<file path="src/rtl/poll_retry_pkg.sv">
package poll_retry_pkg;

  typedef enum logic [1:0] {
    PH_IDLE    = 2'd0,
    PH_LAUNCH  = 2'd1,
    PH_TXWAIT  = 2'd2,
    PH_RSPWAIT = 2'd3
  } phase_e;

  // strobes from control to datapath
  typedef struct packed {
    logic loadTarget;
    logic clrWin;
    logic incWin;
    logic bumpSend;
    logic markDead;
    logic finishOk;
    logic finishFail;
  } ctrlStrobes_t;

  // conditions from datapath to control
  typedef struct packed {
    logic reqDead;
    logic rspHit;
    logic winLast;
    logic sendLast;
  } dpStatus_t;

endpackage

</file>
<file path="src/rtl/poll_retry_dp.sv">
module poll_retry_dp
  import poll_retry_pkg::*;
#(
  parameter int ID_W      = 8,
  parameter int WIN_CYC   = 200000,
  parameter int MAX_SENDS = 5
) (
  input  logic                 clk,
  input  logic                 rstN,
  input  ctrlStrobes_t         strb,
  input  logic [ID_W-1:0]      reqId,
  input  logic                 rxValid,
  input  logic [ID_W-1:0]      rxId,
  output dpStatus_t            stat,
  output logic [ID_W-1:0]      targetId,
  output logic [(1<<ID_W)-1:0] deadVec,
  output logic                 doneQ,
  output logic                 successQ
);

  localparam int NUM_SLAVES = 1 << ID_W;
  localparam int WIN_W      = $clog2(WIN_CYC + 1);
  localparam int SEND_W     = $clog2(MAX_SENDS + 1);
  localparam logic [WIN_W-1:0]  WIN_LAST  = WIN_W'(WIN_CYC - 1);
  localparam logic [SEND_W-1:0] SEND_LAST = SEND_W'(MAX_SENDS - 1);

  logic [WIN_W-1:0]  winCnt;
  logic [SEND_W-1:0] sendCnt;

  always_comb begin
    stat.reqDead  = deadVec[reqId];
    stat.rspHit   = rxValid && (rxId == targetId);
    stat.winLast  = (winCnt == WIN_LAST);
    stat.sendLast = (sendCnt == SEND_LAST);
  end

  always_ff @(posedge clk or negedge rstN) begin
    if (!rstN) begin
      targetId <= '0;
      sendCnt  <= '0;
    end else if (strb.loadTarget) begin
      targetId <= reqId;
      sendCnt  <= '0;
    end else if (strb.bumpSend) begin
      sendCnt  <= sendCnt + 1'b1;
    end
  end

  always_ff @(posedge clk or negedge rstN) begin
    if (!rstN)            winCnt <= '0;
    else if (strb.clrWin) winCnt <= '0;
    else if (strb.incWin) winCnt <= winCnt + 1'b1;
  end

  // one sticky flag per slave
  for (genvar g = 0; g < NUM_SLAVES; g++) begin : g_dead
    always_ff @(posedge clk or negedge rstN) begin
      if (!rstN)                                          deadVec[g] <= 1'b0;
      else if (strb.markDead && targetId == ID_W'(g))     deadVec[g] <= 1'b1;
    end
  end

  always_ff @(posedge clk or negedge rstN) begin
    if (!rstN) begin
      doneQ    <= 1'b0;
      successQ <= 1'b0;
    end else begin
      doneQ <= strb.finishOk || strb.finishFail;
      if (strb.finishOk)        successQ <= 1'b1;
      else if (strb.finishFail) successQ <= 1'b0;
    end
  end

endmodule

</file>
<file path="src/rtl/poll_retry_fsm.sv">
module poll_retry_fsm
  import poll_retry_pkg::*;
(
  input  logic         clk,
  input  logic         rstN,
  input  logic         reqValid,
  input  logic         txDone,
  input  dpStatus_t    stat,
  output ctrlStrobes_t strb,
  output phase_e       phase
);

  phase_e phaseNxt;

  always_ff @(posedge clk or negedge rstN) begin
    if (!rstN) phase <= PH_IDLE;
    else       phase <= phaseNxt;
  end

  always_comb begin
    strb     = '0;
    phaseNxt = phase;
    unique case (phase)
      PH_IDLE: begin
        if (reqValid) begin
          if (stat.reqDead) begin
            strb.finishFail = 1'b1;
          end else begin
            strb.loadTarget = 1'b1;
            phaseNxt        = PH_LAUNCH;
          end
        end
      end
      PH_LAUNCH: phaseNxt = PH_TXWAIT;
      PH_TXWAIT: begin
        if (txDone) begin
          strb.clrWin = 1'b1;
          phaseNxt    = PH_RSPWAIT;
        end
      end
      PH_RSPWAIT: begin
        if (stat.rspHit) begin
          strb.finishOk = 1'b1;
          phaseNxt      = PH_IDLE;
        end else if (stat.winLast) begin
          if (stat.sendLast) begin
            strb.markDead   = 1'b1;
            strb.finishFail = 1'b1;
            phaseNxt        = PH_IDLE;
          end else begin
            strb.bumpSend = 1'b1;
            phaseNxt      = PH_LAUNCH;
          end
        end else begin
          strb.incWin = 1'b1;
        end
      end
      default: phaseNxt = PH_IDLE;
    endcase
  end

endmodule

</file>
<file path="src/rtl/poll_retry_ctrl.sv">
module poll_retry_ctrl
  import poll_retry_pkg::*;
#(
  parameter int ID_W      = 8,
  parameter int CLK_HZ    = 100_000_000,
  parameter int WINDOW_US = 2000,
  parameter int MAX_SENDS = 5
) (
  input  logic                 clk,
  input  logic                 rstN,
  input  logic                 reqValid,
  input  logic [ID_W-1:0]      reqId,
  input  logic                 txDone,
  input  logic                 rxValid,
  input  logic [ID_W-1:0]      rxId,
  output logic                 txStart,
  output logic [ID_W-1:0]      txId,
  output logic                 busy,
  output logic                 done,
  output logic                 success,
  output logic [(1<<ID_W)-1:0] deadFlags
);

  localparam longint WIN_PROD = longint'(CLK_HZ) * longint'(WINDOW_US);
  localparam int     WIN_CYC  = int'(WIN_PROD / 64'd1_000_000);

  ctrlStrobes_t strb;
  dpStatus_t    stat;
  phase_e       phase;

  poll_retry_fsm u_fsm (
    .clk      (clk),
    .rstN     (rstN),
    .reqValid (reqValid),
    .txDone   (txDone),
    .stat     (stat),
    .strb     (strb),
    .phase    (phase)
  );

  poll_retry_dp #(
    .ID_W      (ID_W),
    .WIN_CYC   (WIN_CYC),
    .MAX_SENDS (MAX_SENDS)
  ) u_dp (
    .clk      (clk),
    .rstN     (rstN),
    .strb     (strb),
    .reqId    (reqId),
    .rxValid  (rxValid),
    .rxId     (rxId),
    .stat     (stat),
    .targetId (txId),
    .deadVec  (deadFlags),
    .doneQ    (done),
    .successQ (success)
  );

  assign txStart = (phase == PH_LAUNCH);
  assign busy    = (phase != PH_IDLE);

endmodule

</file>
<file path="config.mk">
export PLATFORM = sky130hd
export DESIGN_NAME = poll_retry_ctrl
export DESIGN_NICKNAME = d
export VERILOG_FILES = /design/src/rtl/poll_retry_pkg.sv /design/src/rtl/poll_retry_dp.sv /design/src/rtl/poll_retry_fsm.sv /design/src/rtl/poll_retry_ctrl.sv
export SDC_FILE = /design/constraint.sdc
export NUM_CORES = 1
export LEC_CHECK = 0
export BUFFER_PORTS_ARGS = -buffer_cell sky130_fd_sc_hd__clkbuf_2
export CAP_MARGIN = 20
export CORE_AREA = 2 2 151 153
export CTS_BUF_LIST = sky130_fd_sc_hd__clkbuf_8
export DETAILED_ROUTE_END_ITERATION = 10
export DIE_AREA = 0 0 153 155
export GPL_ROUTABILITY_DRIVEN = 0
export PLACE_DENSITY = 0.95
export SLEW_MARGIN = 20
export SYNTH_ARGS = -nofsm -noshare
export SYNTH_HDL_FRONTEND = slang
export SYNTH_SLANG_ARGS = --single-unit
</file>
<file path="constraint.sdc">
create_clock -name clk -period 4.85 [get_ports clk]
set_input_delay 0 -clock clk [delete_from_list [all_inputs] [get_ports clk]]
set_output_delay 0 -clock clk [all_outputs]
set_load 0.02 [all_outputs]
</file>
==> impl_metrics.env, run 1 <==
export IMPL_outcome="completed"
export IMPL_met1_length_um=15700
export IMPL_yosysSeqAreaShare=0.552
export IMPL_antenna_found_initial=0
export IMPL_hpwl_um=29600
export IMPL_p_per_area_mw_per_mm2=375
export IMPL_cts_sinks=289
export IMPL_syn_area_per_cell_um2=12.8
export IMPL_areaGrowthSynthToFinish_pct=20.3
export IMPL_hold_violations=0
export IMPL_ys_warn_count=0
export IMPL_synth_edff_count=0
export IMPL_port_buffers=288
export IMPL_cp_start_kind="register"
export IMPL_detail_route_vias_per_cell=6.55
export IMPL_synth_top_area_cell="dfrtp_1"
export IMPL_cts_setup_buffers=0
export IMPL_rsz0062_at_grt="false"
export IMPL_ios=289
export IMPL_met3_length_um=5290
export IMPL_die_width_um=153
export IMPL_syn_area_mm2=0.0131
export IMPL_cellLeakagePower_nw=9.50
export IMPL_dr_wl_met2_um=19400
export IMPL_postLayoutCellArea_mm2=0.0158
export IMPL_seq_area_mm2=0.00723
export IMPL_synth_fp_nets=1054
export IMPL_drc_errors=0
export IMPL_peakVddDrop_v=0.000305
export IMPL_wire_per_inst_um=25.9
export IMPL_placedInstanceArea_mm2=0.0148
export IMPL_worstPathRequired_ps=5360
export IMPL_synth_cells=1026
export IMPL_synthDistinctLibCells=59
export IMPL_die_area_mm2=0.0237
export IMPL_synthTopCellsByArea="dfrtp_1 55%, a21o_1 12%, mux4_2 10%"
export IMPL_floorplan_rows=55
export IMPL_drt_wl_total_um=42400
export IMPL_slew_viol_final=0
export IMPL_end_kind="register"
export IMPL_r2r_start="u_dp.targetId[2]"
export IMPL_cp_arrival_ps=3960
export IMPL_vias=10700
export IMPL_async_reset_ff_frac=1.00
export IMPL_drt_iter0_drc=1248
export IMPL_max_cap_violations=0
export IMPL_synth_ff_type="dfrtp_1"
export IMPL_core_mm2=0.0222
export IMPL_cp_startpoint="u_dp.targetId[2]"
export IMPL_clock_latency_ps=580
export IMPL_worst_slew_pin_slew_ps=1060
export IMPL_clkTransAtPathRegs_ps=60
export IMPL_fin_skew_ps=39.4
export IMPL_start_util=0.590
export IMPL_hold_path_class="input pin to register"
export IMPL_grtUsageTotal=0.360
export IMPL_multi_input_area_mm2=0.00551
export IMPL_drtAntennaViolNets=0
export IMPL_critPathKind="register to register"
export IMPL_fmax_mhz=289
export IMPL_finalNetCount=1349
export IMPL_drive_gt1_frac=0.355
export IMPL_fin_crit_sh=0.713
export IMPL_worstHoldStart="rxId[1]"
export IMPL_grt_pass1_wl_um=65000
export IMPL_tns_ps=0
export IMPL_dp_cells=1549
export IMPL_grt_pass1_vias=10900
export IMPL_n_antenna_cell=0
export IMPL_nFillCells=1494
export IMPL_cts_hold_buf=8
export IMPL_cts_max_path_buffers=3
export IMPL_slew_headroom=0.288
export IMPL_grt_overflow=0
export IMPL_period_minus_slack_ps=3460
export IMPL_htree_levels=2
export IMPL_cts_tree="done"
export IMPL_clockRootBuffer="clkbuf_8"
export IMPL_instances_no_fill=1637
export IMPL_cts_resized_gates=0
export IMPL_first_pass_iters=6
export IMPL_numCtsBuffers=46
export IMPL_synth_seq_cells=289
export IMPL_yosys_cell_count_top_type="dfrtp_1"
export IMPL_setup_viol_count_final=0
export IMPL_synth_top_area_frac=0.552
export IMPL_die_h_um=155
export IMPL_dr_max_layer_used="met4"
export IMPL_grt_max_degree=116
export IMPL_synth_top_cells_by_count="289 x dfrtp_1, 204 x a21o_1, 59 x mux4_2, 54 x nor2_1, 49 x o21bai_1"
export IMPL_crit_fanout=21
==> cells in the final DEF (no fill, tap or decap), types with 10 or more instances in the layout <==
cell type and instances:
a21o_1 204, a22oi_1 11, buf_4 26, clkbuf_2 285, clkbuf_8 57, dfrtp_1 289
inv_1 27, mux2i_1 14, mux4_2 59, nand2_1 48, nand2b_1 10, nand3_1 26
nor2_1 52, nor2b_1 19, nor3_1 13, nor3_2 10, o21bai_1 49, xnor2_1 15
==> registers in the layout, indices dropped and copies added (netlist names) <==
register       count
u_dp.deadVec     256
u_dp.winCnt       18
u_dp.targetId      8
u_dp.sendCnt       3
u_fsm.phase        2
u_dp.doneQ         1
u_dp.successQ      1
==> per-stage QoR <==
step	worst slack (ps)	power (mW)	hold WS [ps]	util
final	1390	5.91	9.13	0.710
after CTS	1370	5.86	4.48	0.708
after global placement	1210	3.79	119	0.664
after global routing	1260	6.11	86.3	0.710
after detailed placement	1130	3.82	122	0.664
after floorplan	2430	3.37	-296	-
==> cell families after synthesis <==
| kind of cell | count (synthesis) | share of synthesized area |
|---|---|---|
| AO/OA/AOI/OAI | 311 | 0.177 |
| XOR/XNOR | 24 | 0.0160 |
| adder cells (fa/ha/maj) | 7 | 0.00668 |
| buffers and inverters | 86 | 0.0325 |
| flip-flops | 289 | 0.552 |
| multiplexers | 84 | 0.123 |
| AND/OR/NAND/NOR | 225 | 0.0930 |
==> layer usage <==
layer | track usage | vias up
li1 | - | 4350
met1 | 0.471 | 5390
met4 | 0.163 | 0
met3 | 0.123 | 179
met2 | 0.552 | 810
met5 | 0 | -
==> critical path: stages, from the launching register on <==
cell,delay (ps)
dfrtp_1,830
xnor2_1,140
nand3_1,170
o31ai_1,160
or3_2,820
nor4_2,800
buf_4,300
a21o_1,140
==> final timing paths <==
path                       slack, ps           endpoint  cells past startpoint
max                             1390   u_dp.deadVec[36]                      7
min                                9         u_dp.doneQ                      6
max reg2reg                     1390   u_dp.deadVec[36]                      7
min reg2reg                      480  u_dp.deadVec[218]                      1
max in group asynchronous       3370  u_dp.deadVec[182]                      3
min in group asynchronous        120  u_dp.deadVec[127]                      2
==> where the power goes <==
group | total (mW) | leakage, nW | switching, mW | internal [mW]
sequential | 2.63 | 4.01 | 0.157 | 2.47
clock | 2.06 | 0.526 | 0.953 | 1.11
combinational | 1.22 | 4.97 | 0.863 | 0.359
==> cell type report <==
type                            count  share of cell area
Multi-Input combinational cell    651               0.349
Clock buffer                       57              0.0497
Timing Repair Buffer              321               0.109
Clock inverter                     22             0.00793
Tap cell                          285              0.0226
Sequential cell                   289               0.458
Inverter                           12             0.00286
Note: power is estimated with default switching activity, not from simulation.
==> run 2, diff against run 1 <==
- CORE_AREA: 2 2 151 153 -> 2 2 164 166
- DIE_AREA: 0 0 153 155 -> 0 0 166 168
- PLACE_DENSITY: 0.95 -> 0.88
- clock period: 4.85 -> 2.9 ns (I/O delays scaled with it)
==> run 2 against run 1 <==
  * Hold slack gained 6.7 ps
  * Routed wire length grew 4.1%
  * Sequential power grew 61%
  * Via count rose by 0.37%
  * Utilization down 9.8 points
  * Largest cell class unchanged
==> impl_metrics.env, run 2 (synthesis results as in run 1) <==
export IMPL_outcome="completed"
export IMPL_drtAntennaViolNets=0
export IMPL_setup_viol_count_final=0
export IMPL_grt_pass1_wl_um=66800
export IMPL_slew_headroom=0.304
export IMPL_postLayoutCellArea_mm2=0.0161
export IMPL_instances_no_fill=1726
export IMPL_combPwrFrac=0.237
export IMPL_critPathKind="register to register"
export IMPL_final_common_cell="dfrtp_1"
export IMPL_p_int_mw=6.55
export IMPL_worst_r2r_path_depth=5
export IMPL_max_cap_violations=0
export IMPL_worstPathRequired_ps=3380
export IMPL_vias=10800
export IMPL_seqPwrFrac=0.430
export IMPL_n_antenna_cell=0
export IMPL_crit_buf_inv=0
export IMPL_most_common_layout_cells="289 x dfrtp_1, 285 x clkbuf_2, 204 x a21o_1"
export IMPL_placedInstanceArea_mm2=0.0152
export IMPL_slowest_delay_ps=900
export IMPL_fin_crit_sh=0.964
export IMPL_floorplan_rows=60
export IMPL_hold_path_class="input pin to register"
export IMPL_grt_pass1_vias=10900
export IMPL_finalNetCount=1387
export IMPL_cts_max_path_buffers=3
export IMPL_worstHoldStart="rxId[1]"
export IMPL_antenna_found_initial=0
export IMPL_rsz0062_at_grt="true"
export IMPL_regMostFlops="u_dp.deadVec"
export IMPL_worst_r2r_setup_slack_ps=100
export IMPL_end_kind="register"
export IMPL_postLayoutCoreUtil=0.611
export IMPL_hold_path_depth=6
export IMPL_timing_hold_ws_ps=15.8
export IMPL_critPathTopFamily="simple AND/OR/NAND/NOR gates"
export IMPL_numCtsBuffers=47
export IMPL_peakVddDrop_v=0.000710
export IMPL_tns_ps=0
export IMPL_hold_end="u_dp.doneQ"
export IMPL_drt_iter0_drc=1054
export IMPL_hpwl_um=32000
export IMPL_clkTransAtPathRegs_ps=60
export IMPL_drc_errors=0
export IMPL_fmax_mhz=358
export IMPL_p_switching_mw=3.30
export IMPL_cp_cell_sequence="nor4b_1, nand4_1, or3_1, nor3_2, a21o_1"
export IMPL_drive_gt1_frac=0.368
export IMPL_top_regs="u_dp.deadVec x256, u_dp.winCnt x18, u_dp.targetId x8"
export IMPL_grtUsageTotal=0.314
export IMPL_die_h_um=168
export IMPL_slew_viol_final=0
export IMPL_cts_sinks=289
export IMPL_cellLeakagePower_nw=9.67
export IMPL_clockPowerShare=0.333
export IMPL_nFillCells=2084
export IMPL_cts_setup_buffers=0
export IMPL_ios=289
export IMPL_clockRootBuffer="clkbuf_8"
export IMPL_place_ws_ps=67.4
export IMPL_finalPower_mw=9.85
export IMPL_largest_reg_flops=256
export IMPL_r2r_start="u_dp.winCnt[13]"
export IMPL_p_sw_frac=0.335
export IMPL_period_minus_slack_ps=2800
export IMPL_die_width_um=166
export IMPL_worst_slew_pin_slew_ps=1040
export IMPL_grt_overflow=0
export IMPL_areaGrowthSynthToFinish_pct=22.9
export IMPL_first_pass_iters=5
export IMPL_reg2reg_to="u_dp.deadVec[230]"
export IMPL_wire_per_inst_um=25.6
export IMPL_cts_tree="done"
export IMPL_port_buffers=288
export IMPL_fin_skew_ps=11.1
export IMPL_cp_start_kind="register"
export IMPL_clock_latency_ps=550
export IMPL_cp_arrival_ps=3280
export IMPL_dp_cells=1644
export IMPL_detail_route_vias_per_cell=6.24
export IMPL_grt_max_degree=99
export IMPL_core_mm2=0.0264
export IMPL_hold_violations=0
export IMPL_finalWorstSetupSlack_ps=104
export IMPL_die_area_mm2=0.0279
export IMPL_start_util=0.498
export IMPL_crit_fanout=15
export IMPL_drt_wl_total_um=44200
export IMPL_p_per_area_mw_per_mm2=611
export IMPL_slowest_stage="nor3_2"
export IMPL_htree_levels=2
## run 2: final cells by class
cell class	count	area, um^2	area share
sequential	289	7230	0.449
clock buffer	56	771	0.0478
inverter	12	45.0	0.00280
clock inverter	19	73.8	0.00458
timing repair buffer	358	2070	0.129
tap	341	427	0.0265
multi-input combinational	651	5490	0.341
## run 2: worst max path at each step
stage | startpoint | to | slack [ps] | cells after the start
after global placement | reqId[0] | u_dp.targetId[2] | 160 | 10
after floorplan | u_dp.targetId[4] | u_dp.deadVec[36] | 480 | 9
after detailed placement | reqId[0] | u_dp.targetId[7] | 70 | 10
final | u_dp.winCnt[13] | u_dp.deadVec[230] | 100 | 5
after CTS | u_dp.winCnt[13] | u_dp.deadVec[230] | 130 | 5
after global routing | u_dp.winCnt[0] | u_dp.deadVec[57] | -30 | 9
## run 2: layer usage
layer  vias to the layer above  wire length [um]  part of all wire  global-route usage
met3                       149              5050              0.11              0.0990
met2                       713             20400              0.46               0.489
met5                         -                 0                 0                   0
met4                         0              2130             0.048               0.140
li1                       4425                 -                 -                   -
met1                      5482             16600              0.38               0.408
## run 2: what timing repair did
action / CTS / global route
hold endpoints to repair: 99 / 0
resized for setup: 0 / 1
hold buffers: 7 / 0
setup endpoints to repair: 0 / 39
## run 2: power groups by stage
| stage | Clock, mW | Sequential (mW) | Combinational, mW |
|---|---|---|---|
| 5_1_grt | 3.47 | 4.24 | 2.43 |
| 3_5_place_dp | 0 | 4.30 | 2.24 |
| 3_3_place_gp | 0 | 4.30 | 2.19 |
| 4_1_cts | 3.31 | 4.23 | 2.27 |
| 2_1_floorplan | 0 | 4.34 | 1.29 |
| 6_report | 3.28 | 4.24 | 2.34 |
## run 2: worst min-delay path, cell delays in order
cell      delay (ps)
clkbuf_2          90
xnor2_1           50
nand3_1          110
nor4_1           100
nor2b_1          120
a21oi_1           50
==> run 3, diff against run 2 <==
- CORE_AREA: 2 2 164 166 -> 2 2 161 163
- DIE_AREA: 0 0 166 168 -> 0 0 163 165
- SYNTH_HIERARCHICAL: default -> 1
==> run 3 against run 2 <==
  * Largest power group unchanged
  * Synthesized cell count is 3.8% lower
  * The flow now finishes with violations (setup timing)
  * Utilization is 2.8 points higher
  * Hold slack better by 25 ps
==> impl_metrics.env, run 3 <==
export IMPL_fin_crit_sh=1.00
export IMPL_critPathTopFamily="multiplexers"
export IMPL_async_reset_ff_frac=1.00
export IMPL_ys_warn_count=6
export IMPL_detail_route_vias_per_cell=6.09
export IMPL_synthMuxAreaShare=0.126
export IMPL_drt_iter0_drc=1116
export IMPL_tns_ps=-11.6
export IMPL_clockRootBuffer="clkbuf_8"
export IMPL_cts_sinks=289
export IMPL_antenna_found_initial=0
export IMPL_areaGrowthSynthToFinish_pct=26.1
export IMPL_vias=10400
export IMPL_floorplan_rows=58
export IMPL_hold_path_class="input pin to asynchronous set/reset pin"
export IMPL_cts_tree="done"
export IMPL_grt_pass1_wl_um=61300
export IMPL_p_per_area_mw_per_mm2=605
export IMPL_rsz0062_at_grt="true"
export IMPL_die_width_um=163
export IMPL_largest_reg_flops=256
export IMPL_syn_area_per_cell_um2=12.9
export IMPL_p_int_mw=6.75
export IMPL_clkTransAtPathRegs_ps=60
export IMPL_finalWorstSetupSlack_ps=-11.6
export IMPL_worst_r2r_path_depth=9
export IMPL_synth_top_area_cell="dfrtp_1"
export IMPL_end_kind="register"
export IMPL_synth_cells=987
export IMPL_grtUsageTotal=0.303
export IMPL_p_switching_mw=2.95
export IMPL_cts_setup_buffers=0
export IMPL_seq_area_mm2=0.00723
export IMPL_r2r_start="u_dp/deadVec[218]"
export IMPL_port_buffers=288
export IMPL_grt_util_met3=0.0829
export IMPL_setup_viol_count_final=1
export IMPL_yosys_area_share_simple=0.0704
export IMPL_synth_top_area_frac=0.569
export IMPL_combPwrFrac=0.185
export IMPL_grt_overflow=0
export IMPL_synth_top_family_by_area="compound AO/OA/AOI/OAI gates"
export IMPL_synth_top_cells_by_count="289 x dfrtp_1, 161 x a21o_1, 96 x o21bai_1, 55 x nor2_1, 53 x mux2i_1"
export IMPL_seqPwrFrac=0.436
export IMPL_hpwl_um=29700
export IMPL_reg2reg_to="u_fsm/phase[1]"
export IMPL_synth_ff_type="dfrtp_1"
export IMPL_syn_area_mm2=0.0127
export IMPL_crit_buf_inv=0
export IMPL_period_minus_slack_ps=2910
export IMPL_violations="setup timing"
export IMPL_outcome="complete, but fails checks"
export IMPL_top_regs="u_dp/deadVec x256, u_dp/winCnt x18, u_dp/targetId x8"
export IMPL_most_common_layout_cells="289 x dfrtp_1, 285 x clkbuf_2, 161 x a21o_1"
export IMPL_yosysSeqAreaShare=0.569
export IMPL_slowest_delay_ps=520
export IMPL_core_mm2=0.0250
export IMPL_peakVddDrop_v=0.000385
export IMPL_worstPathRequired_ps=3330
export IMPL_first_pass_iters=5
export IMPL_synth_fp_nets=1014
export IMPL_drc_errors=0
export IMPL_cellLeakagePower_nw=9.41
export IMPL_cts_max_path_buffers=3
export IMPL_synth_seq_cells=289
export IMPL_critPathKind="register to register"
export IMPL_synth_xor_area_share=0.0179
export IMPL_die_area_mm2=0.0269
export IMPL_met2_usage=0.494
export IMPL_synthAdderAreaFrac=0.00591
export IMPL_slowest_stage="mux4_1"
export IMPL_grt_busiest_layer="met2"
export IMPL_max_cap_violations=0
export IMPL_cp_arrival_ps=3340
export IMPL_ios=289
export IMPL_worst_r2r_setup_slack_ps=-10
export IMPL_use_met1=0.396
export IMPL_multi_input_area_mm2=0.00522
export IMPL_worst_slew_pin_slew_ps=1110
export IMPL_synthDistinctLibCells=55
export IMPL_cp_start_kind="register"
export IMPL_start_util=0.507
export IMPL_grt_max_degree=92
export IMPL_clockPowerShare=0.378
export IMPL_regMostFlops="u_dp/deadVec"
export IMPL_fmax_mhz=343
export IMPL_htree_levels=2
export IMPL_finalNetCount=1368
export IMPL_cp_startpoint="u_dp/deadVec[218]"
export IMPL_synth_compound_area_frac=0.184
export IMPL_cp_cell_sequence="mux4_1, mux4_2, mux2i_1, o22ai_1, a21oi_1, a22oi_2, nand2b_4, a211oi_2, mux2_1"
export IMPL_slew_viol_final=0
export IMPL_n_antenna_cell=0
export IMPL_drt_wl_total_um=41200
export IMPL_p_sw_frac=0.304
export IMPL_yosys_cell_count_top_type="dfrtp_1"
export IMPL_grt_pass1_vias=10400
export IMPL_crit_fanout=3
export IMPL_synth_edff_count=0
export IMPL_clock_latency_ps=570
export IMPL_nFillCells=1908
export IMPL_synthTopCellsByArea="dfrtp_1 57%, a21o_1 9.5%, mux4_2 6.9%"
export IMPL_fin_skew_ps=33.5
export IMPL_place_ws_ps=-106
export IMPL_die_h_um=165
export IMPL_wire_per_inst_um=24.2
export IMPL_hold_violations=0
export IMPL_slew_headroom=0.256
export IMPL_numCtsBuffers=49
export IMPL_final_common_cell="dfrtp_1"
export IMPL_path_depth=9
export IMPL_drive_gt1_frac=0.362
export IMPL_drtAntennaViolNets=0
[run 3: final cells by class]
| class | count | area share |
|---|---|---|
| Clock inverter | 22 | 0.00805 |
| Inverter | 8 | 0.00187 |
| Sequential cell | 289 | 0.452 |
| Clock buffer | 64 | 0.0550 |
| Multi-Input combinational cell | 631 | 0.326 |
| Tap cell | 330 | 0.0258 |
| Timing Repair Buffer | 362 | 0.132 |
[run 3: kinds of logic after synthesis]
logic type	count (synthesis)
multiplexers	105
AO/OA/AOI/OAI	315
flip-flops	289
AND/OR/NAND/NOR	179
adder cells (fa/ha/maj)	6
buffers and inverters	67
XOR/XNOR	26
[run 3: layer usage]
layer	share of wire	routed length [um]
met5	0	0
met4	0.030	1240
met3	0.10	4270
met2	0.48	19700
met1	0.39	16000
[run 3: how the worst max path moves through the flow]
| stage | slack, ps | endpoint |
|---|---|---|
| after floorplan | 90 | u_dp/targetId[6] |
| after global placement | -5 | u_fsm/phase[1] |
| after detailed placement | -110 | u_fsm/phase[1] |
| after CTS | 20 | u_fsm/phase[1] |
| after global routing | -60 | u_fsm/phase[1] |
| final | -10 | u_fsm/phase[1] |
[run 3: worst register-to-register path, cell delays in order, from the launching register on]
cell      delay, ps
dfrtp_1         410
mux4_1          520
mux4_2          460
mux2i_1         190
o22ai_1         160
a21oi_1         200
a22oi_2         110
nand2b_4        170
a211oi_2        230
mux2_1          330
[run 3: power groups by stage]
stage | Combinational [mW] | Clock, mW | Sequential [mW]
floorplan | 0.978 | 0 | 4.35
detailed placement | 1.72 | 0 | 4.30
global route | 1.91 | 3.92 | 4.24
finish | 1.80 | 3.67 | 4.23
global placement | 1.67 | 0 | 4.30
CTS | 1.74 | 3.72 | 4.23
[run 3: what timing repair did]
item                       4_1_cts  5_1_grt
setup endpoints to repair        1       57
resized for setup                3       11
pin swaps                        0        2
hold buffers                     7        0
hold endpoints to repair        92        0
[run 3: metrics by stage]
stage	power, mW	util	cell area [um^2]	hold WS (ps)	cells
3_3_place_gp	5.97	0.594	14900	52.7	1612
6_report	9.69	0.640	16000	40.8	1706
3_5_place_dp	6.02	0.594	14900	53.5	1612
5_1_grt	10.1	0.640	16000	20.1	1706
2_1_floorplan	5.33	-	12700	-296	987
4_1_cts	9.69	0.637	16000	7.64	1705
